`config.mk`:
```
export PLATFORM = sky130hd
export DESIGN_NAME = ddx_engine
export DESIGN_NICKNAME = d
export VERILOG_FILES = /design/src/rtl/ddx_pkg.sv /design/src/rtl/ddx_beat.sv /design/src/rtl/ddx_status.sv /design/src/rtl/ddx_engine.sv
export SDC_FILE = /design/constraint.sdc
export NUM_CORES = 1
export LEC_CHECK = 0
export BUFFER_PORTS_ARGS = -buffer_cell sky130_fd_sc_hd__buf_4
export CORE_MARGIN = 3
export CORE_UTILIZATION = 25
export DETAILED_ROUTE_END_ITERATION = 10
export SLEW_MARGIN = 20
export SYNTH_ARGS = -nofsm -noshare
export SYNTH_HDL_FRONTEND = slang
export SYNTH_SLANG_ARGS = --single-unit
```
`constraint.sdc`:
```
create_clock -name clk -period 7.52 [get_ports clk]
set_input_delay 0.752 -clock clk [delete_from_list [all_inputs] [get_ports clk]]
set_output_delay 0.752 -clock clk [all_outputs]
set_load 0.005 [all_outputs]
```
`src/rtl/ddx_pkg.sv`:
```
package ddx_pkg;
  localparam int WORD_W     = 32;
  localparam int WORD_B     = WORD_W / 8;
  localparam int BYTE_SH    = $clog2(WORD_B);
  localparam int DESC_WORDS = 4;
  localparam int IDX_W      = $clog2(DESC_WORDS);
  localparam int CNT_W      = 18;
  localparam int SEL_W      = 3;
  localparam int CMD_W      = 4;
  localparam int SEL_LSB    = CNT_W;
  localparam int CMD_LSB    = SEL_LSB + SEL_W;
  localparam int COF_BIT    = CMD_LSB + CMD_W;
  localparam int COD_BIT    = COF_BIT + 1;
  localparam int IOF_BIT    = COD_BIT + 1;
  localparam int IOD_BIT    = IOF_BIT + 1;
  localparam int TRM_BIT    = IOD_BIT + 1;
  localparam int DON_BIT    = TRM_BIT + 1;
  localparam int FIN_BIT    = DON_BIT + 1;

  typedef enum logic [2:0] {
    S_IDLE, S_FETCH, S_START, S_DECIDE, S_BEAT_A, S_BEAT_B, S_WB
  } state_t;

  typedef enum logic [1:0] {C_NONE, C_FIN, C_DONE, C_TERM} cause_t;

  // bytes carried by one beat: a full word or what is left
  function automatic logic [CNT_W-1:0] step_bytes(input logic [CNT_W-1:0] cnt);
    return (cnt > CNT_W'(WORD_B)) ? CNT_W'(WORD_B) : cnt;
  endfunction

  // sticky merge of the closing cause into the control word
  function automatic logic [WORD_W-1:0] close_ctl(input logic [WORD_W-1:0] ctl,
                                                  input cause_t c);
    logic [WORD_W-1:0] r;
    r = ctl;
    if (c == C_FIN)  r[FIN_BIT] = 1'b1;
    if (c == C_DONE) r[DON_BIT] = 1'b1;
    if (c == C_TERM) r[TRM_BIT] = 1'b1;
    return r;
  endfunction
endpackage

```
`src/rtl/ddx_beat.sv`:
```
module ddx_beat
  import ddx_pkg::*;
#(
  parameter int AW = 32
) (
  input  logic [CNT_W-1:0] cnt,
  input  logic [AW-1:0]    addr,
  output logic [CNT_W-1:0] nxt_cnt,
  output logic [AW-1:0]    nxt_addr
);
  logic [CNT_W-1:0] step;

  assign step     = step_bytes(cnt);
  assign nxt_cnt  = cnt - step;
  assign nxt_addr = addr + AW'(step);
endmodule

```
`src/rtl/ddx_status.sv`:
```
module ddx_status (
  input  logic       clk,
  input  logic       rst_n,
  input  logic       set_d,
  input  logic       set_f,
  input  logic       clr_wr,
  input  logic [1:0] clr_bits,
  output logic       flag_d,
  output logic       flag_f,
  output logic       irq
);
  logic clr_f, clr_d;

  assign clr_f = clr_wr & clr_bits[0];
  assign clr_d = clr_wr & clr_bits[1];

  // a new event wins over a simultaneous clear
  always_ff @(posedge clk or negedge rst_n) begin
    if (!rst_n) begin
      flag_d <= 1'b0;
      flag_f <= 1'b0;
    end else begin
      flag_d <= set_d | (flag_d & ~clr_d);
      flag_f <= set_f | (flag_f & ~clr_f);
    end
  end

  assign irq = flag_d | flag_f;

  p_w1c_f_r8: assert property (@(posedge clk) disable iff (!rst_n)
    (clr_f && !set_f) |=> !flag_f);
  p_w1c_d_r8: assert property (@(posedge clk) disable iff (!rst_n)
    (clr_d && !set_d) |=> !flag_d);
  p_set_irq_r8: assert property (@(posedge clk) disable iff (!rst_n)
    (set_d || set_f) |=> irq);
endmodule

```
`src/rtl/ddx_engine.sv`:
```
module ddx_engine
  import ddx_pkg::*;
#(
  parameter int AW = 32
) (
  input  logic              clk,
  input  logic              rst_n,
  input  logic              run,
  input  logic              ndptr_wr,
  input  logic [AW-1:0]     ndptr_wdata,
  input  logic              stat_wr,
  input  logic [1:0]        stat_wdata,
  output logic              mem_req,
  output logic              mem_we,
  output logic [AW-1:0]     mem_addr,
  output logic [WORD_W-1:0] mem_wdata,
  input  logic              mem_ack,
  input  logic [WORD_W-1:0] mem_rdata,
  output logic              dev_start,
  output logic [SEL_W-1:0]  dev_sel,
  output logic [CMD_W-1:0]  dev_cmd,
  output logic [WORD_W-1:0] dev_csin,
  output logic              dev_req,
  output logic              dev_we,
  output logic [WORD_W-1:0] dev_wdata,
  input  logic              dev_ack,
  input  logic [WORD_W-1:0] dev_rdata,
  input  logic              dev_done,
  input  logic [WORD_W-1:0] dev_status,
  input  logic              bus_timeout,
  output logic              busy,
  output logic              stat_d,
  output logic              stat_f,
  output logic              irq
);
  localparam logic [IDX_W-1:0] LAST_FETCH = IDX_W'(DESC_WORDS - 1);
  localparam logic [IDX_W-1:0] LAST_WB    = IDX_W'(DESC_WORDS - 2);

  state_t               state;
  cause_t               cause, dec_cause;
  logic [IDX_W-1:0]     widx;
  logic [AW-1:0]        dptr, ndptr, cur_addr, nxt_addr;
  logic [WORD_W-1:0]    ctl, devcs, data_q;
  logic [CNT_W-1:0]     nxt_cnt;
  logic                 arm, done_seen;

  // named events
  logic dir_m2d, mem_fire, dev_fire, fire_a, fire_b;
  logic beat_done, wb_last, chain_go, start_go, set_d, set_f;

  assign dir_m2d   = ctl[CMD_LSB];
  assign mem_fire  = mem_req & mem_ack;
  assign dev_fire  = dev_req & dev_ack;
  assign fire_a    = dir_m2d ? mem_fire : dev_fire;
  assign fire_b    = dir_m2d ? dev_fire : mem_fire;
  assign beat_done = (state == S_BEAT_B) && fire_b && !bus_timeout;
  assign wb_last   = (state == S_WB) && mem_fire && (widx == LAST_WB);
  assign chain_go  = ((cause == C_FIN)  && ctl[COF_BIT]) ||
                     ((cause == C_DONE) && ctl[COD_BIT]);
  assign start_go  = run && arm && (ndptr != '0);
  assign set_d     = wb_last && (cause == C_DONE) && ctl[IOD_BIT];
  assign set_f     = wb_last && (cause == C_FIN)  && ctl[IOF_BIT];

  // priority: abort, then device done, then exhausted count
  always_comb begin
    if (!run || bus_timeout)        dec_cause = C_TERM;
    else if (done_seen || dev_done) dec_cause = C_DONE;
    else if (ctl[CNT_W-1:0] == '0)  dec_cause = C_FIN;
    else                            dec_cause = C_NONE;
  end

  ddx_beat #(.AW(AW)) u_beat (
    .cnt(ctl[CNT_W-1:0]), .addr(cur_addr), .nxt_cnt(nxt_cnt), .nxt_addr(nxt_addr)
  );

  ddx_status u_status (
    .clk(clk), .rst_n(rst_n), .set_d(set_d), .set_f(set_f),
    .clr_wr(stat_wr), .clr_bits(stat_wdata),
    .flag_d(stat_d), .flag_f(stat_f), .irq(irq)
  );

  always_ff @(posedge clk or negedge rst_n) begin
    if (!rst_n) begin
      state     <= S_IDLE;
      cause     <= C_NONE;
      widx      <= '0;
      dptr      <= '0;
      ndptr     <= '0;
      cur_addr  <= '0;
      ctl       <= '0;
      devcs     <= '0;
      data_q    <= '0;
      arm       <= 1'b0;
      done_seen <= 1'b0;
    end else begin
      unique case (state)
        S_IDLE: begin
          if (ndptr_wr) begin
            ndptr <= ndptr_wdata;
            arm   <= 1'b1;
          end else if (start_go) begin
            state <= S_FETCH;
            dptr  <= ndptr;
            widx  <= '0;
            arm   <= 1'b0;
          end
        end
        S_FETCH: begin
          done_seen <= 1'b0;
          if (mem_fire) begin
            widx <= widx + 1'b1;
            if (widx == '0)               ctl      <= mem_rdata;
            else if (widx == IDX_W'(1))   cur_addr <= mem_rdata[AW-1:0];
            else if (widx == IDX_W'(2))   devcs    <= mem_rdata;
            else                          ndptr    <= mem_rdata[AW-1:0];
            if (widx == LAST_FETCH) state <= S_START;
          end
        end
        S_START: begin
          done_seen <= done_seen | dev_done;
          state     <= S_DECIDE;
        end
        S_DECIDE: begin
          cause <= dec_cause;
          if (dec_cause != C_NONE) begin
            ctl   <= close_ctl(ctl, dec_cause);
            devcs <= dev_status;
            state <= S_WB;
          end else begin
            state <= S_BEAT_A;
          end
        end
        S_BEAT_A, S_BEAT_B: begin
          done_seen <= done_seen | dev_done;
          if (bus_timeout) begin
            cause <= C_TERM;
            ctl   <= close_ctl(ctl, C_TERM);
            devcs <= dev_status;
            state <= S_WB;
          end else if (state == S_BEAT_A) begin
            if (fire_a) begin
              data_q <= dir_m2d ? mem_rdata : dev_rdata;
              state  <= S_BEAT_B;
            end
          end else if (fire_b) begin
            ctl[CNT_W-1:0] <= nxt_cnt;
            cur_addr       <= nxt_addr;
            state          <= S_DECIDE;
          end
        end
        S_WB: begin
          if (mem_fire) begin
            widx <= widx + 1'b1;
            if (widx == LAST_WB) begin
              widx <= '0;
              if (chain_go && (ndptr != '0)) begin
                state <= S_FETCH;
                dptr  <= ndptr;
              end else begin
                state <= S_IDLE;
              end
            end
          end
        end
        default: state <= S_IDLE;
      endcase
    end
  end

  // master outputs
  always_comb begin
    mem_req = 1'b0;
    mem_we  = 1'b0;
    dev_req = 1'b0;
    unique case (state)
      S_FETCH:  mem_req = 1'b1;
      S_BEAT_A: begin mem_req = dir_m2d;  dev_req = !dir_m2d; end
      S_BEAT_B: begin mem_req = !dir_m2d; mem_we = !dir_m2d; dev_req = dir_m2d; end
      S_WB:     begin mem_req = 1'b1; mem_we = 1'b1; end
      default:  ;
    endcase
  end

  always_comb begin
    if (state == S_FETCH || state == S_WB) mem_addr = dptr + (AW'(widx) << BYTE_SH);
    else                                   mem_addr = cur_addr;
    mem_wdata = data_q;
    if (state == S_WB) begin
      if (widx == '0)             mem_wdata = ctl;
      else if (widx == IDX_W'(1)) mem_wdata = WORD_W'(cur_addr);
      else                        mem_wdata = devcs;
    end
  end

  assign dev_start = (state == S_START);
  assign dev_sel   = ctl[SEL_LSB +: SEL_W];
  assign dev_cmd   = ctl[CMD_LSB +: CMD_W];
  assign dev_csin  = devcs;
  assign dev_we    = dir_m2d;
  assign dev_wdata = data_q;
  assign busy      = (state != S_IDLE);

  p_idle_quiet_r10: assert property (@(posedge clk) disable iff (!rst_n)
    (state == S_IDLE) |-> (!mem_req && !dev_req));
  p_fetch_order_r1: assert property (@(posedge clk) disable iff (!rst_n)
    (state == S_FETCH && mem_fire && widx != LAST_FETCH) |=>
      (mem_addr == $past(mem_addr) + AW'(WORD_B)));
  p_beat_shrink_r3: assert property (@(posedge clk) disable iff (!rst_n)
    beat_done |=> (ctl[CNT_W-1:0] < $past(ctl[CNT_W-1:0])));
  p_wb_cause_r7: assert property (@(posedge clk) disable iff (!rst_n)
    (state == S_WB) |-> (cause != C_NONE));
  p_term_stops_r6: assert property (@(posedge clk) disable iff (!rst_n)
    (wb_last && cause == C_TERM) |=> (state == S_IDLE));
  p_zero_link_r9: assert property (@(posedge clk) disable iff (!rst_n)
    (wb_last && ndptr == '0) |=> (state == S_IDLE));
endmodule

```
* Word-level counts from Yosys, hierarchy flattened
Cells that the tools add are included.
** Word-level totals
- Bits of input ports :: 139
- ROM bits :: 0
- Flip-flop bits (word level) :: 203
- Memories kept :: 0
- Latch bits :: 0
- Word-level logic and storage cells :: 199
- RAM bits :: 0
** Operators by class
- Shift-type cells :: 0
- Eq/ne operators :: 38
- Divide/modulo/power cells :: 0
- Order comparisons :: 1
- $mul :: 0
- Reduce and logical (&&, ||, !) cells :: 49
- Bitwise operators :: 15
- $add $sub $neg :: 4
- Multiplexer cells :: 75
** Operator list (count)
- $mux 32 :: 30
- $pmux 32 s2 :: 3
- $pmux 32 s3 :: 2
- $mux 18 :: 4
- $ne 2x2->1 const B :: 20
- $add 32x18->32 :: 1
- $add 32x4->32 :: 1
- $reduce_bool 32->1 :: 1
- $mux 3 :: 10
- $reduce_and 6->1 :: 5
- $reduce_and 7->1 :: 3
- $gt 18x3->1 const B :: 1
- $logic_not 18->1 :: 1
- $mux 2 :: 9
- $pmux 3 s6 :: 1
- $sub 18x18->18 :: 1
- $reduce_bool 2->1 :: 8
- $mux 12 :: 1
- $logic_and 1x1->1 :: 11
- $eq 2x2->1 const B :: 5
- $reduce_and 5->1 :: 2
- $eq 3x3->1 const B :: 3
- $mux 1 :: 9
- $reduce_bool 3->1 :: 3
- other kinds (22) :: 47

* Depth between registers and ports, before layout
Gate-level depths: netlist (run 1).
- Depth after elaboration :: 9
- Mapped depth :: 16

* Cells and area by module
Synthesis (run 1) repeated with hierarchy kept, for this count alone.
** Second synthesis, totals
- Cell total of the unflattened synthesis :: 1473
- Area, all modules :: 13237.7 sq um
** Modules (own cells, without submodules)
- ddx_engine :: times used 1, area each 11417.2 sq um, seq. area each 5029.8 sq um, cells each 1206
- ddx_beat :: times used 1, area each 1741.7 sq um, seq. area each 0.0 sq um, cells each 260
- ddx_status :: times used 1, area each 78.8 sq um, seq. area each 50.0 sq um, cells each 7

* Worst setup path after synthesis (run 1)
OpenSTA, ideal clock, no wires.
- Path type :: reg-to-reg
- Start :: register ctl[10]
- End :: register cur_addr[30]
- Arrival :: 3.458 ns
- Slack :: 3.943 ns
- Setup time :: 0.120 ns
- Cell stages (with the launch flop) :: 17
- Cell sequence :: dfrtp_1 nor4_1 and3_1 clkbuf_1 nand2_1 nor2_2 and2_1 ha_1 fa_1 a211oi_1 o21a_1 o21ai_2 o21ai_1 o41a_1 buf_6 or4_1 and3_1
** On the way
- Word-level cells in the longest chain between the ends :: 7
** RTL lines
- start: declaration :: RTL line ddx_engine.sv:43 : logic [WORD_W-1:0] ctl, devcs, data_q;
- start signal: assignment :: RTL line ddx_engine.sv:112 : if (widx == '0) ctl <= mem_rdata;
- start signal: assignment :: RTL line ddx_engine.sv:126 : ctl <= close_ctl(ctl, dec_cause);
- start signal: assignment :: RTL line ddx_engine.sv:137 : ctl <= close_ctl(ctl, C_TERM);
- $gt 18x3->1 :: RTL line ddx_pkg.sv:28 : return (cnt > CNT_W'(WORD_B)) ? CNT_W'(WORD_B) : cnt;
- $mux 18 * :: RTL line ddx_pkg.sv:28
- $add 32x18->32 * :: RTL line ddx_beat.sv:15 : assign nxt_addr = addr + AW'(step);
- $mux 32 * :: RTL line ddx_engine.sv:145 : end else if (fire_b) begin
- $mux 32 * :: RTL line ddx_engine.sv:140 : end else if (state == S_BEAT_A) begin
- $mux 32 * :: RTL line ddx_engine.sv:135 : if (bus_timeout) begin
- $pmux 32 s2 * :: RTL line ddx_engine.sv:96 : unique case (state)
- end signal: assignment :: RTL line ddx_engine.sv:113 : else if (widx == IDX_W'(1)) cur_addr <= mem_rdata[AW-1:0];
- end signal: assignment :: RTL line ddx_engine.sv:147 : cur_addr <= nxt_addr;
- end: declaration :: RTL line ddx_engine.sv:42 : logic [AW-1:0] dptr, ndptr, cur_addr, nxt_addr;
Every way passes the cells marked *; elsewhere a longest branch is shown, timed or not. The select of a mux whose other input is x is not followed.
A chain may end at the register's enable or synchronous reset.

* Final worst setup path (run 1)
- Start :: register widx[0]
- End :: output mem_addr[28]
** On the way
- Word-level cells in the longest chain between the ends :: 2
** RTL lines
- start: declaration :: RTL line ddx_engine.sv:41 : logic [IDX_W-1:0] widx;
- start signal: assignment :: RTL line ddx_engine.sv:111 : widx <= widx + 1'b1;
- start signal: assignment :: RTL line ddx_engine.sv:153 : widx <= widx + 1'b1;
- $add 32x4->32 :: RTL line ddx_engine.sv:185 : if (state == S_FETCH || state == S_WB) mem_addr = dptr + (AW'(widx) << BYTE_SH);
- $mux 32 :: RTL line ddx_engine.sv:185
- end: declaration :: RTL line ddx_engine.sv:15 : output logic [AW-1:0] mem_addr,
No other way between the ends.

==> impl_summary.log, run 1 <==
[metrics] timing-limited maximum frequency: 0.224 GHz
[metrics] cell area power density: 457 nW/um^2
[metrics] CTS Root Buffer Type: sky130_fd_sc_hd__clkbuf_16
[metrics] total count of hold-check failures in the final report: 0
[metrics] post-detailed-route via-to-cell ratio: slightly above 5
[metrics] post-detailed-routing wire length: 52200 um
[metrics] async set-reset flop share out of synthesis: 1.00
[metrics] TritonCTS clock tree: done
[metrics] share of final-layout standard cells stronger than drive strength 1: 0.235
[metrics] Warnings, synthesis: 0
[metrics] buffer and inverter count on the worst path: 2
[metrics] initial antenna violation count: 2
[metrics] gr usage total: 0.187
[metrics] maximum capacitance violations: 0
[metrics] unrepaired setup endpoints after global routing: false
[metrics] area of the core: just over 50000 um^2
[metrics] WP data required: approximately 6.8 ns
[metrics] Reg-to-Reg End: cur_addr[30]
[metrics] total power of the final layout: around 7500 uW
[metrics] synthesized area per cell: around 8.5 um^2
[metrics] count of filler cells inserted in the layout: roughly 5300
[metrics] nature of the critical path endpoint: primary output
[metrics] die span in y: approximately 230 um
[metrics] type of the worst setup path: reg2out
[metrics] portion of total power attributed to combinational logic: 0.522
[metrics] clock share of power: 0.181
[metrics] Clock Skews: about 0.030 ns
[metrics] fraction of the mapped netlist area in compound gates: 0.211
[metrics] Slowest-stage cell, CP: sky130_fd_sc_hd__nor4_1
[metrics] Residual DRC: 0
[metrics] Layout area overhead: 29.0%
[metrics] run status: complete, no violations
[metrics] First DRT Iteration DRCs: ~1000
[metrics] full die area: roughly 54000 um^2
[metrics] headroom to the max-slew limit: 0.381
[metrics] highest cell delay on the worst timing path: about 0.61 ns
[metrics] fin crit share: 0.595
[metrics] Initial Utilization: 0.254
[metrics] residual overflow from global routing: 0
[metrics] Seq pwr share: 0.297
[metrics] first-pass GRT wire length: 76900 um
[metrics] number of setup buffers added after CTS: 0
[metrics] sequential fraction of the synthesis area: 0.397
[metrics] post-synth top area share: 0.397
[metrics] maximum count of clock buffers along a single path: 3
[metrics] largest net degree at the start of global routing: 88
[metrics] number of buffers created by CTS: 27
[metrics] EDFF count, synth: 0
[metrics] die outline width: 232 um
[metrics] element type at the critical path start: register
[metrics] last weighted congestion value of the routability-driven placer: roughly 0.90
[metrics] cell family with most CP delay: simple AND/OR/NAND/NOR gates
[metrics] multiplexer fraction of the synthesized cell area: 0.118
[metrics] number of instances in the placed design: ~2400
[metrics] largest family of logic cells by synthesized area: compound AO/OA/AOI/OAI gates
[metrics] worst vdd ir: roughly 0.00020 V
[metrics] post-CTS resize count: 0
[metrics] IO Pins: 283
[metrics] setup violation total in the final timing report: 0
[metrics] Antenna Violating Nets Remaining: 0
[metrics] flip-flop and latch count after synthesis: between 200 and 250
[metrics] Non-Filler Instances: 2441
[metrics] Final Slew Violations: 0
[metrics] cell-by-cell trace of the critical path: ha_1 -> inv_1 -> fa_1 -> nor4_1 -> nand2b_1 -> nor2_1 -> nand3_1 -> xor2_1 -> a21oi_1 -> buf_4
[metrics] Net Switching: about 3400 uW
[metrics] Post-Synth Simple-Gate Area: 0.177
[metrics] cell area after synthesis: around 13000 um^2
[metrics] highest net fanout along the worst path: 6
[metrics] top flip-flop cell by instance count after synthesis: sky130_fd_sc_hd__dfrtp_1
[metrics] routed wirelength normalized by instance count: approximately 21 um
[metrics] setup slack on the worst flop-to-flop path: between 3 and 4 ns
[metrics] number of global-route vias before repair: roughly 12000
[metrics] CP arrival: ~3.7 ns
[metrics] total number of placement rows: slightly above 80
[metrics] class of the tightest hold or removal check: in2async
[metrics] H-tree levels: 1
[metrics] number of inserted diodes: 0
[metrics] Sw Share: 0.449
[metrics] First-pass DRT Iterations: 5
[metrics] Critical R2R Launch: ctl[14]
[metrics] total vias in the final route: 12300
[metrics] Post-Syn Instances: ~1500
[metrics] Reg clk slew, reported paths: 0.06 ns
[metrics] clock sink count: approximately 200
[metrics] slew of the pin with the lowest slew margin: between 0.9 and 1 ns
[metrics] number of buffers inserted by port buffering: roughly 280
[metrics] Final nets: around 1900
[metrics] crit path time final: approximately 4.5 ns
[metrics] Lkg Pwr: between 0.007 and 0.008 uW
[metrics] XOR/XNOR share of the synthesized area: 0.0274
[metrics] post-synthesis adder-cell area fraction: 0.0286
[metrics] cell taking the most area after synthesis: sky130_fd_sc_hd__dfrtp_1
[metrics] Internal: 4160 uW
[metrics] count of unique library cells instantiated by Yosys: 80
[metrics] clock latency at the later pin of the worst-skew pair: 0.57 ns
[metrics] dominant cells by area after synthesis: sky130_fd_sc_hd__dfrtp_1, sky130_fd_sc_hd__mux2i_1, sky130_fd_sc_hd__nand2_1, sky130_fd_sc_hd__o21ai_0, sky130_fd_sc_hd__a21oi_1
[metrics] post-DP HPWL: ~40000 um
[metrics] reg2reg path depth: 14
[metrics] quantity of hold-fixing buffers added after cts: 0
[metrics] total negative slack: 0 ns
==> power groups by stage <==
stage	Clock, uW	Combinational, uW	Sequential, uW
finish	1360	3940	2240
global route	1440	4370	2320
CTS	1400	3980	2240
detailed placement	0	3960	2250
global placement	0	3920	2230
floorplan	0	2430	1970
==> logic make-up after synthesis <==
logic type | after synthesis
AND/OR/NAND/NOR | 507
AO/OA/AOI/OAI | 460
flip-flops | 203
multiplexers | 146
buffers and inverters | 126
XOR/XNOR | 40
adder cells (fa/ha/maj) | 28
other | 1
==> worst max path at each step <==
stage            start            to  cells after the start
2_1_floorplan  ctl[10]  cur_addr[30]                     16
3_3_place_gp   ctl[13]  cur_addr[30]                     14
3_5_place_dp   ctl[14]  cur_addr[30]                     14
4_1_cts        widx[0]  mem_addr[28]                     10
5_1_grt        widx[0]  mem_addr[28]                     10
6_report       widx[0]  mem_addr[28]                     10
==> metrics by stage <==
stage	util	setup slack (ns)	cell area [um^2]	hold slack [ns]
floorplan	-	3.94	12900	0.456
global placement	0.309	3.66	15600	0.487
detailed placement	0.309	3.53	15600	0.490
CTS	0.328	3.03	16500	0.272
global route	0.328	2.70	16500	0.290
finish	0.328	3.05	16500	0.251
==> synth_stat cells, types with 9 or more instances <==
library cell               instances
sky130_fd_sc_hd__nand2_1         244
sky130_fd_sc_hd__dfrtp_1         203
sky130_fd_sc_hd__o21ai_0         143
sky130_fd_sc_hd__a21oi_1         140
sky130_fd_sc_hd__nor2_1          125
sky130_fd_sc_hd__mux2i_1         109
sky130_fd_sc_hd__clkbuf_1         75
sky130_fd_sc_hd__o21ai_1          38
sky130_fd_sc_hd__mux2_2           36
sky130_fd_sc_hd__nand3_1          29
sky130_fd_sc_hd__ha_1             26
sky130_fd_sc_hd__xor2_1           25
sky130_fd_sc_hd__a21o_1           24
sky130_fd_sc_hd__inv_1            17
sky130_fd_sc_hd__nor4_1           17
sky130_fd_sc_hd__a31oi_1          16
sky130_fd_sc_hd__nor3_1           15
sky130_fd_sc_hd__xnor2_1          15
sky130_fd_sc_hd__buf_1            13
sky130_fd_sc_hd__buf_2            12
sky130_fd_sc_hd__nor2b_1          12
sky130_fd_sc_hd__and3_1           11
sky130_fd_sc_hd__and2_1           10
sky130_fd_sc_hd__o31ai_1          10
sky130_fd_sc_hd__a211oi_1          9
sky130_fd_sc_hd__o21a_1            9
==> state kept, by name (all words and copies together), names as in the netlist <==
name and cells:
dptr 32, dev_wdata 32, u_status.flag_f 1, cur_addr 32, done_seen 1, dev_csin 32, state 3, cause 2
ndptr 32, widx 2, arm 1, u_status.flag_d 1, ctl 32
==> worst register-to-register path: stages, from the launching register on <==
cell	delay [ns]
sky130_fd_sc_hd__dfrtp_1	0.42
sky130_fd_sc_hd__nor3_1	0.53
sky130_fd_sc_hd__and2_1	0.31
sky130_fd_sc_hd__nand2_1	0.11
sky130_fd_sc_hd__nor2_2	0.15
sky130_fd_sc_hd__and2_1	0.16
sky130_fd_sc_hd__ha_1	0.21
sky130_fd_sc_hd__fa_1	0.25
sky130_fd_sc_hd__a211oi_1	0.12
sky130_fd_sc_hd__o21a_1	0.21
sky130_fd_sc_hd__o21ai_2	0.20
sky130_fd_sc_hd__o21ai_1	0.12
sky130_fd_sc_hd__o41a_1	0.46
sky130_fd_sc_hd__or4_1	0.54
sky130_fd_sc_hd__and3_1	0.20
==> cells in the final DEF (no fill, tap or decap), types with 6 or more instances in the layout <==
cell type	Yosys	layout
sky130_fd_sc_hd__clkbuf_16	0	27
sky130_fd_sc_hd__and3_1	11	11
sky130_fd_sc_hd__mux2_2	36	36
sky130_fd_sc_hd__buf_4	7	300
sky130_fd_sc_hd__nor4_1	17	17
sky130_fd_sc_hd__nor2b_1	12	11
sky130_fd_sc_hd__o31ai_1	10	10
sky130_fd_sc_hd__o21a_1	9	9
sky130_fd_sc_hd__xnor2_1	15	15
sky130_fd_sc_hd__a21oi_1	140	139
sky130_fd_sc_hd__a31oi_1	16	16
sky130_fd_sc_hd__mux2i_1	109	109
sky130_fd_sc_hd__a22oi_1	6	6
sky130_fd_sc_hd__nor3_1	15	15
sky130_fd_sc_hd__xor2_1	25	25
sky130_fd_sc_hd__a211oi_1	9	9
sky130_fd_sc_hd__inv_1	17	17
sky130_fd_sc_hd__o22ai_1	8	8
sky130_fd_sc_hd__o21ai_0	143	143
sky130_fd_sc_hd__ha_1	26	24
sky130_fd_sc_hd__nand3_1	29	29
sky130_fd_sc_hd__nand2_1	244	242
sky130_fd_sc_hd__dfrtp_1	203	202
sky130_fd_sc_hd__and2_1	10	10
sky130_fd_sc_hd__clkinv_2	0	6
sky130_fd_sc_hd__nand2b_1	8	7
sky130_fd_sc_hd__o21ai_1	38	37
sky130_fd_sc_hd__nand4_1	8	8
sky130_fd_sc_hd__conb_1	1	16
sky130_fd_sc_hd__clkbuf_8	0	8
sky130_fd_sc_hd__nor2_1	125	124
sky130_fd_sc_hd__o211ai_1	8	8
sky130_fd_sc_hd__a21o_1	24	24
==> routing by layer <==
layer / GRT usage / up-vias / routed length [um]
li1: - / 5842 / -
met1: 0.237 / 5977 / 21800
met2: 0.333 / 422 / 26100
met3: 0.0335 / 64 / 3190
met4: 0.0366 / 4 / 1030
met5: 0 / - / 21
==> area by class of cell <==
type,count,area [um^2],area share
multi-input combinational,1197,7300,0.443
sequential,203,5080,0.308
timing repair buffer,301,2270,0.137
tap,672,841,0.0509
clock buffer,35,776,0.0470
clock inverter,15,169,0.0102
inverter,18,67.6,0.00409
Power figures use the tool's default switching activity.
==> inputs of run 2 (changes only) <==
- clock period: 7.52 -> 4.39 ns (I/O delays scaled with it)
==> impl_summary.log, run 2 (synthesis gave the netlist of run 1 again) <==
[metrics] Residual DRC: 0 (unchanged)
[metrics] Non-Filler Instances: 2445 (+0.16%)
[metrics] class of the tightest hold or removal check: in2async
[metrics] die span in y: 232 um (unchanged)
[metrics] post-CTS resize count: 0 (unchanged)
[metrics] worst vdd ir: 0.000352 V (+79%)
[metrics] fin crit share: 0.918
[metrics] timing-limited maximum frequency: between 0.2 and 0.25 GHz
[metrics] TritonCTS clock tree: done
[metrics] post-detailed-route via-to-cell ratio: 5.12 (+1.5%)
[metrics] highest cell delay on the worst timing path: 0.60 ns (about the same)
[metrics] Clock Skews: 0.0178 ns (-0.0120 ns)
[metrics] Final Slew Violations: 0 (unchanged)
[metrics] first-pass GRT wire length: 76700 um (-0.17%)
[metrics] residual overflow from global routing: 0 (unchanged)
[metrics] most common library cell in the layout ignoring fill and taps: sky130_fd_sc_hd__buf_4
[metrics] total vias in the final route: 12500 (+1.6%)
[metrics] total count of hold-check failures in the final report: 6 (+6)
[metrics] nature of the critical path endpoint: primary output
[metrics] clock latency at the later pin of the worst-skew pair: 0.56 ns (about the same)
[metrics] number of instances in the placed design: 2396 (+0.21%)
[metrics] area of the core: 50400 um^2 (unchanged)
[metrics] clock sink count: 203 (unchanged)
[metrics] highest-count cells in the layout ignoring fill and taps: sky130_fd_sc_hd__buf_4, sky130_fd_sc_hd__nand2_1, sky130_fd_sc_hd__dfrtp_1
[metrics] total number of placement rows: 82 (unchanged)
[metrics] type of the worst setup path: reg2out
[metrics] number of buffers inserted by port buffering: 282 (unchanged)
[metrics] die outline width: 232 um (unchanged)
[metrics] Lkg Pwr: 0.00760 uW (+0.49%)
[metrics] cell-by-cell trace of the critical path: ha_1 -> inv_1 -> fa_1 -> nor4_1 -> nand2b_1 -> nor2_1 -> nand3_1 -> xor2_1 -> a21oi_1 -> buf_4
[metrics] Initial Utilization: 0.254 (unchanged)
[metrics] Reg clk slew, reported paths: 0.06 ns (about the same)
[metrics] Final nets: 1920 (+0.26%)
[metrics] Antenna Violating Nets Remaining: 0 (unchanged)
[metrics] routed wirelength normalized by instance count: 21.5 um (+0.71%)
[metrics] H-tree levels: 1 (unchanged)
[metrics] CP arrival: 3.59 ns (-0.13 ns)
[metrics] cell family with most CP delay: simple AND/OR/NAND/NOR gates
[metrics] number of inserted diodes: 0 (unchanged)
[metrics] number of buffers created by CTS: 27 (unchanged)
[metrics] IO Pins: 283 (unchanged)
[metrics] share of final-layout standard cells stronger than drive strength 1: 0.236 (+0.00116)
[metrics] last weighted congestion value of the routability-driven placer: 0.920 (+1.7%)
[metrics] largest net degree at the start of global routing: 95 (+8.0%)
[metrics] initial antenna violation count: 1 (-1)
[metrics] WP data required: 3.95 ns (-2.82 ns)
[metrics] Layout area overhead: 29.3%
[metrics] gr usage total: 0.187 (about the same)
[metrics] unrepaired setup endpoints after global routing: false
[metrics] headroom to the max-slew limit: 0.375 (-0.00611)
[metrics] maximum capacitance violations: 0 (unchanged)
[metrics] maximum count of clock buffers along a single path: 3 (unchanged)
[metrics] post-detailed-routing wire length: 52600 um (+0.88%)
[metrics] count of filler cells inserted in the layout: 5310 (+0.094%)
[metrics] First DRT Iteration DRCs: 1165 (+14%)
[metrics] crit path time final: roughly 4 ns
[metrics] CTS Root Buffer Type: sky130_fd_sc_hd__clkbuf_16
[metrics] number of setup buffers added after CTS: 0 (unchanged)
[metrics] quantity of hold-fixing buffers added after cts: 0 (unchanged)
[metrics] buffer and inverter count on the worst path: 2 (unchanged)
[metrics] slew of the pin with the lowest slew margin: 0.935 ns (+0.00914 ns)
[metrics] total negative slack: 0 ns (unchanged)
[metrics] run status: finished with violations
[metrics] element type at the critical path start: register
[metrics] total power of the final layout: 13100 uW (+73%)
[metrics] setup violation total in the final timing report: 0 (unchanged)
[metrics] post-DP HPWL: 39800 um (+0.27%)
[metrics] cell area power density: 791 nW/um^2 (+73%)
[metrics] worst hold slack across all endpoints: -0.0156 ns (-0.266 ns)
[metrics] Slowest-stage cell, CP: sky130_fd_sc_hd__nor4_1
[metrics] failing checks: negative hold slack
[metrics] final core occ: 0.328 (+0.000696)
[metrics] full die area: 53900 um^2 (unchanged)
[metrics] First-pass DRT Iterations: 5 (unchanged)
[metrics] highest net fanout along the worst path: 6 (unchanged)
[metrics] number of global-route vias before repair: 12100 (+1.2%)
## run 2: cell count changes in the layout (fill, tap and decap cells not counted), sizes merged
| cell | before | now |
|---|---|---|
| inv | 19 | 20 |
| buf | 300 | 305 |
| clkbuf | 36 | 37 |
| clkinvlp | 3 | 0 |
## run 2: worst reg2reg max path: stages, from the launching register on
cell	delay, ns
sky130_fd_sc_hd__dfrtp_1	0.42
sky130_fd_sc_hd__nor4_1	0.37
sky130_fd_sc_hd__and3_1	0.32
sky130_fd_sc_hd__nand2_1	0.12
sky130_fd_sc_hd__nor2_2	0.18
sky130_fd_sc_hd__and2_1	0.15
sky130_fd_sc_hd__ha_1	0.21
sky130_fd_sc_hd__fa_1	0.26
sky130_fd_sc_hd__a211oi_1	0.13
sky130_fd_sc_hd__o21a_1	0.22
sky130_fd_sc_hd__o21ai_2	0.20
sky130_fd_sc_hd__o21ai_1	0.12
sky130_fd_sc_hd__o41a_1	0.47
sky130_fd_sc_hd__or4_1	0.55
sky130_fd_sc_hd__and3_1	0.19
## run 2: stage by stage
stage	cell area (um^2)	hold slack, ns	setup slack, ns
floorplan	12900	0.143	0.813
global placement	15600	0.485	0.563
detailed placement	15600	0.490	0.427
CTS	16500	0.00577	0.415
global route	16500	0.0426	0.108
finish	16500	-0.0156	0.361
## run 2: routing by layer
| layer | vias to the layer above | GRT usage | share of wire |
|---|---|---|---|
| li1 | 5850 | - | - |
| met1 | 6071 | 0.246 | 0.42 |
| met2 | 531 | 0.322 | 0.49 |
| met3 | 58 | 0.0316 | 0.068 |
| met4 | 2 | 0.0395 | 0.020 |
| met5 | - | 0 | 0.00017 |
## run 2: path summary, 6_finish.rpt
kind / start / endpoint / slack (ns) / cells past startpoint
min reg2reg: dptr[1] / dptr[1] / 0.50 / 1
max: widx[0] / mem_addr[28] / 0.36 / 10
max in group asynchronous: rst_n / ndptr[21] / 3.34 / 2
min in group clk: ndptr_wr / arm / 0.15 / 2
max reg2reg: ctl[10] / cur_addr[30] / 0.38 / 14
min: rst_n / dev_csin[23] / -0.02 / 1
## run 2: cell type report
class | count | area [um^2] | share of cell area
multi-input cells | 1197 | 7300 | 0.442
flip-flops and latches | 203 | 5080 | 0.307
repair buffers | 306 | 2320 | 0.140
well taps | 672 | 841 | 0.0508
clock buffers | 36 | 779 | 0.0471
clock inverters | 13 | 150 | 0.00908
inverters | 18 | 67.6 | 0.00409
## run 2: power by group
part           leakage, uW  total [uW]  switching [uW]  internal [uW]
logic              0.00462        6900            3880           3020
clock network     0.000470        2340             918           1420
registers          0.00251        3840            1110           2730
==> inputs of run 3 (changes only) <==
- HOLD_SLACK_MARGIN: unset -> 0.05
==> impl_summary.log, run 3 (synthesis gave the netlist of run 1 again) <==
[metrics] run status: complete, no violations
[metrics] total vias in the final route: 12500 (+0.15%)
[metrics] Lkg Pwr: 0.00760 uW (about the same)
[metrics] nature of the critical path endpoint: register
[metrics] crit path time final: 4.03 ns (+0.000891 ns)
[metrics] IO Pins: 283 (unchanged)
[metrics] most common library cell in the layout ignoring fill and taps: sky130_fd_sc_hd__buf_4
[metrics] number of instances in the placed design: 2396 (unchanged)
[metrics] CP arrival: 4.48 ns (+0.89 ns)
[metrics] Hold Path Depth: 3
[metrics] Clock Skews: 0.0190 ns (+0.00120 ns)
[metrics] die outline width: 232 um (unchanged)
[metrics] total number of placement rows: 82 (unchanged)
[metrics] number of global-route vias before repair: 12100 (unchanged)
[metrics] Layout area overhead: 29.3% (about the same)
[metrics] First-pass DRT Iterations: 6 (+1)
[metrics] largest net degree at the start of global routing: 95 (unchanged)
[metrics] Critical R2R Launch: ctl[10]
[metrics] initial antenna violation count: 1 (unchanged)
[metrics] cell area power density: 791 nW/um^2 (about the same)
[metrics] Final nets: 1921 (+0.052%)
[metrics] element type at the critical path start: register
[metrics] CTS Root Buffer Type: sky130_fd_sc_hd__clkbuf_16
[metrics] Initial Utilization: 0.254 (unchanged)
[metrics] number of buffers inserted by port buffering: 282 (unchanged)
[metrics] type of the worst setup path: reg2reg
[metrics] Non-Filler Instances: 2446 (+0.041%)
[metrics] gr usage total: 0.187 (unchanged)
[metrics] number of inserted diodes: 0 (unchanged)
[metrics] fin crit share: 0.918 (about the same)
[metrics] most used cell along the critical path: sky130_fd_sc_hd__and3_1
[metrics] cell-by-cell trace of the critical path: nor4_1 -> and3_1 -> nand2_1 -> nor2_2 -> and2_1 -> ha_1 -> fa_1 -> a211oi_1 -> o21a_1 -> o21ai_2 -> o21ai_1 -> o41a_1 -> or4_1 -> and3_1
[metrics] slew of the pin with the lowest slew margin: 0.928 ns (-0.00645 ns)
[metrics] final setup margin: 0.360 ns (-0.000891 ns)
[metrics] total count of hold-check failures in the final report: 0 (-6)
[metrics] Slowest-stage cell, CP: sky130_fd_sc_hd__or4_1
[metrics] Hold Path Origin: dev_rdata[17]
[metrics] die span in y: 232 um (unchanged)
[metrics] post-DP HPWL: 39800 um (unchanged)
[metrics] Antenna Violating Nets Remaining: 0 (unchanged)
[metrics] first-pass GRT wire length: 76700 um (unchanged)
[metrics] setup violation total in the final timing report: 0 (unchanged)
[metrics] number of setup buffers added after CTS: 0 (unchanged)
[metrics] residual overflow from global routing: 0 (unchanged)
[metrics] timing-limited maximum frequency: 0.248 GHz (about the same)
[metrics] unrepaired setup endpoints after global routing: false
[metrics] share of final-layout standard cells stronger than drive strength 1: 0.236 (about the same)
[metrics] Reg-to-Reg End: cur_addr[30]
[metrics] total negative slack: 0 ns (unchanged)
[metrics] number of buffers created by CTS: 27 (unchanged)
[metrics] post-detailed-route via-to-cell ratio: 5.12 (+0.11%)
[metrics] TritonCTS clock tree: done
[metrics] Final Slew Violations: 0 (unchanged)
[metrics] CP Depth: 14 (+4)
[metrics] full die area: 53900 um^2 (unchanged)
[metrics] maximum count of clock buffers along a single path: 3 (unchanged)
[metrics] buffer and inverter count on the worst path: 0 (-2)
[metrics] area of the core: 50400 um^2 (unchanged)
[metrics] last weighted congestion value of the routability-driven placer: 0.920 (unchanged)
[metrics] routed wirelength normalized by instance count: 21.6 um (about the same)
[metrics] clock latency at the later pin of the worst-skew pair: 0.56 ns (about the same)
[metrics] headroom to the max-slew limit: 0.379 (+0.00431)
[metrics] H-tree levels: 1 (unchanged)
[metrics] quantity of hold-fixing buffers added after cts: 1 (+1)
[metrics] worst vdd ir: 0.000352 V (about the same)
[metrics] highest net fanout along the worst path: 10 (+4)
[metrics] WP data required: 4.84 ns (+0.89 ns)
[metrics] Residual DRC: 0 (unchanged)
[metrics] total power of the final layout: 13100 uW (about the same)
[metrics] post-CTS resize count: 0 (unchanged)
[metrics] maximum capacitance violations: 0 (unchanged)
[metrics] post-placement worst setup slack: 0.427 ns (unchanged)
[metrics] First DRT Iteration DRCs: 1137 (-2.4%)
[metrics] setup slack on the worst flop-to-flop path: 0.36 ns (-0.02 ns)
[metrics] post-detailed-routing wire length: 52700 um (+0.14%)
[metrics] Reg clk slew, reported paths: 0.06 ns (about the same)
[metrics] highest cell delay on the worst timing path: 0.54 ns (-0.06 ns)
[metrics] highest-count cells in the layout ignoring fill and taps: sky130_fd_sc_hd__buf_4, sky130_fd_sc_hd__nand2_1, sky130_fd_sc_hd__dfrtp_1
[metrics] class of the tightest hold or removal check: in2reg
[metrics] clock sink count: 203 (unchanged)
[metrics] cell family with most CP delay: simple AND/OR/NAND/NOR gates
[metrics] reg2reg path depth: 14 (unchanged)
[metrics] end point of the worst hold path: dev_wdata[17]
run 3: cell types whose count changed in the layout (fill, tap and decap cells not counted):
| cell | previous run | this run |
|---|---|---|
| sky130_fd_sc_hd__dlygate4sd3_1 | 0 | 1 |
run 3: routing by layer:
layer	track usage	vias up	part of all wire
li1	-	5843	-
met1	0.246	6092	0.41
met2	0.322	539	0.49
met3	0.0315	55	0.074
met4	0.0395	2	0.020
met5	0	-	0.00017
run 3: how the worst max path moves through the flow:
| stage | startpoint | endpoint | slack, ns |
|---|---|---|---|
| global route | widx[0] | mem_addr[28] | 0.11 |
| floorplan | ctl[10] | cur_addr[30] | 0.81 |
| detailed placement | ctl[10] | cur_addr[30] | 0.43 |
| global placement | ctl[10] | cur_addr[30] | 0.56 |
| CTS | widx[0] | mem_addr[28] | 0.42 |
| finish | ctl[10] | cur_addr[30] | 0.36 |
run 3: layout make-up:
cell class                 count  area [um^2]
fill                        5309        33800
sequential                   203         5080
multi-input combinational   1197         7300
tap                          672          841
clock buffer                  36          779
clock inverter                13          150
timing repair buffer         307         2330
inverter                      18         67.6
run 3: power by group:
group	leakage, uW	total, uW	internal (uW)	switching (uW)
Combinational	0.00462	6910	3020	3890
Sequential	0.00251	3850	2730	1120
Clock	0.000470	2330	1420	914
run 3: stage by stage:
step                cell area [um^2]  hold slack (ns)   util
finish                         16500            0.148  0.328
global route                   16500            0.145  0.328
CTS                            16500            0.118  0.328
detailed placement             15600            0.490  0.310
global placement               15600            0.485  0.310
floorplan                      12900            0.143      -
run 3: worst reg2reg max path: cells and delay by family, from the launching register on:
kind	cells	cell delay, ns
flops	1	0.42
simple gates	7	1.89
compound gates	5	1.16
fa+ha+maj	2	0.47
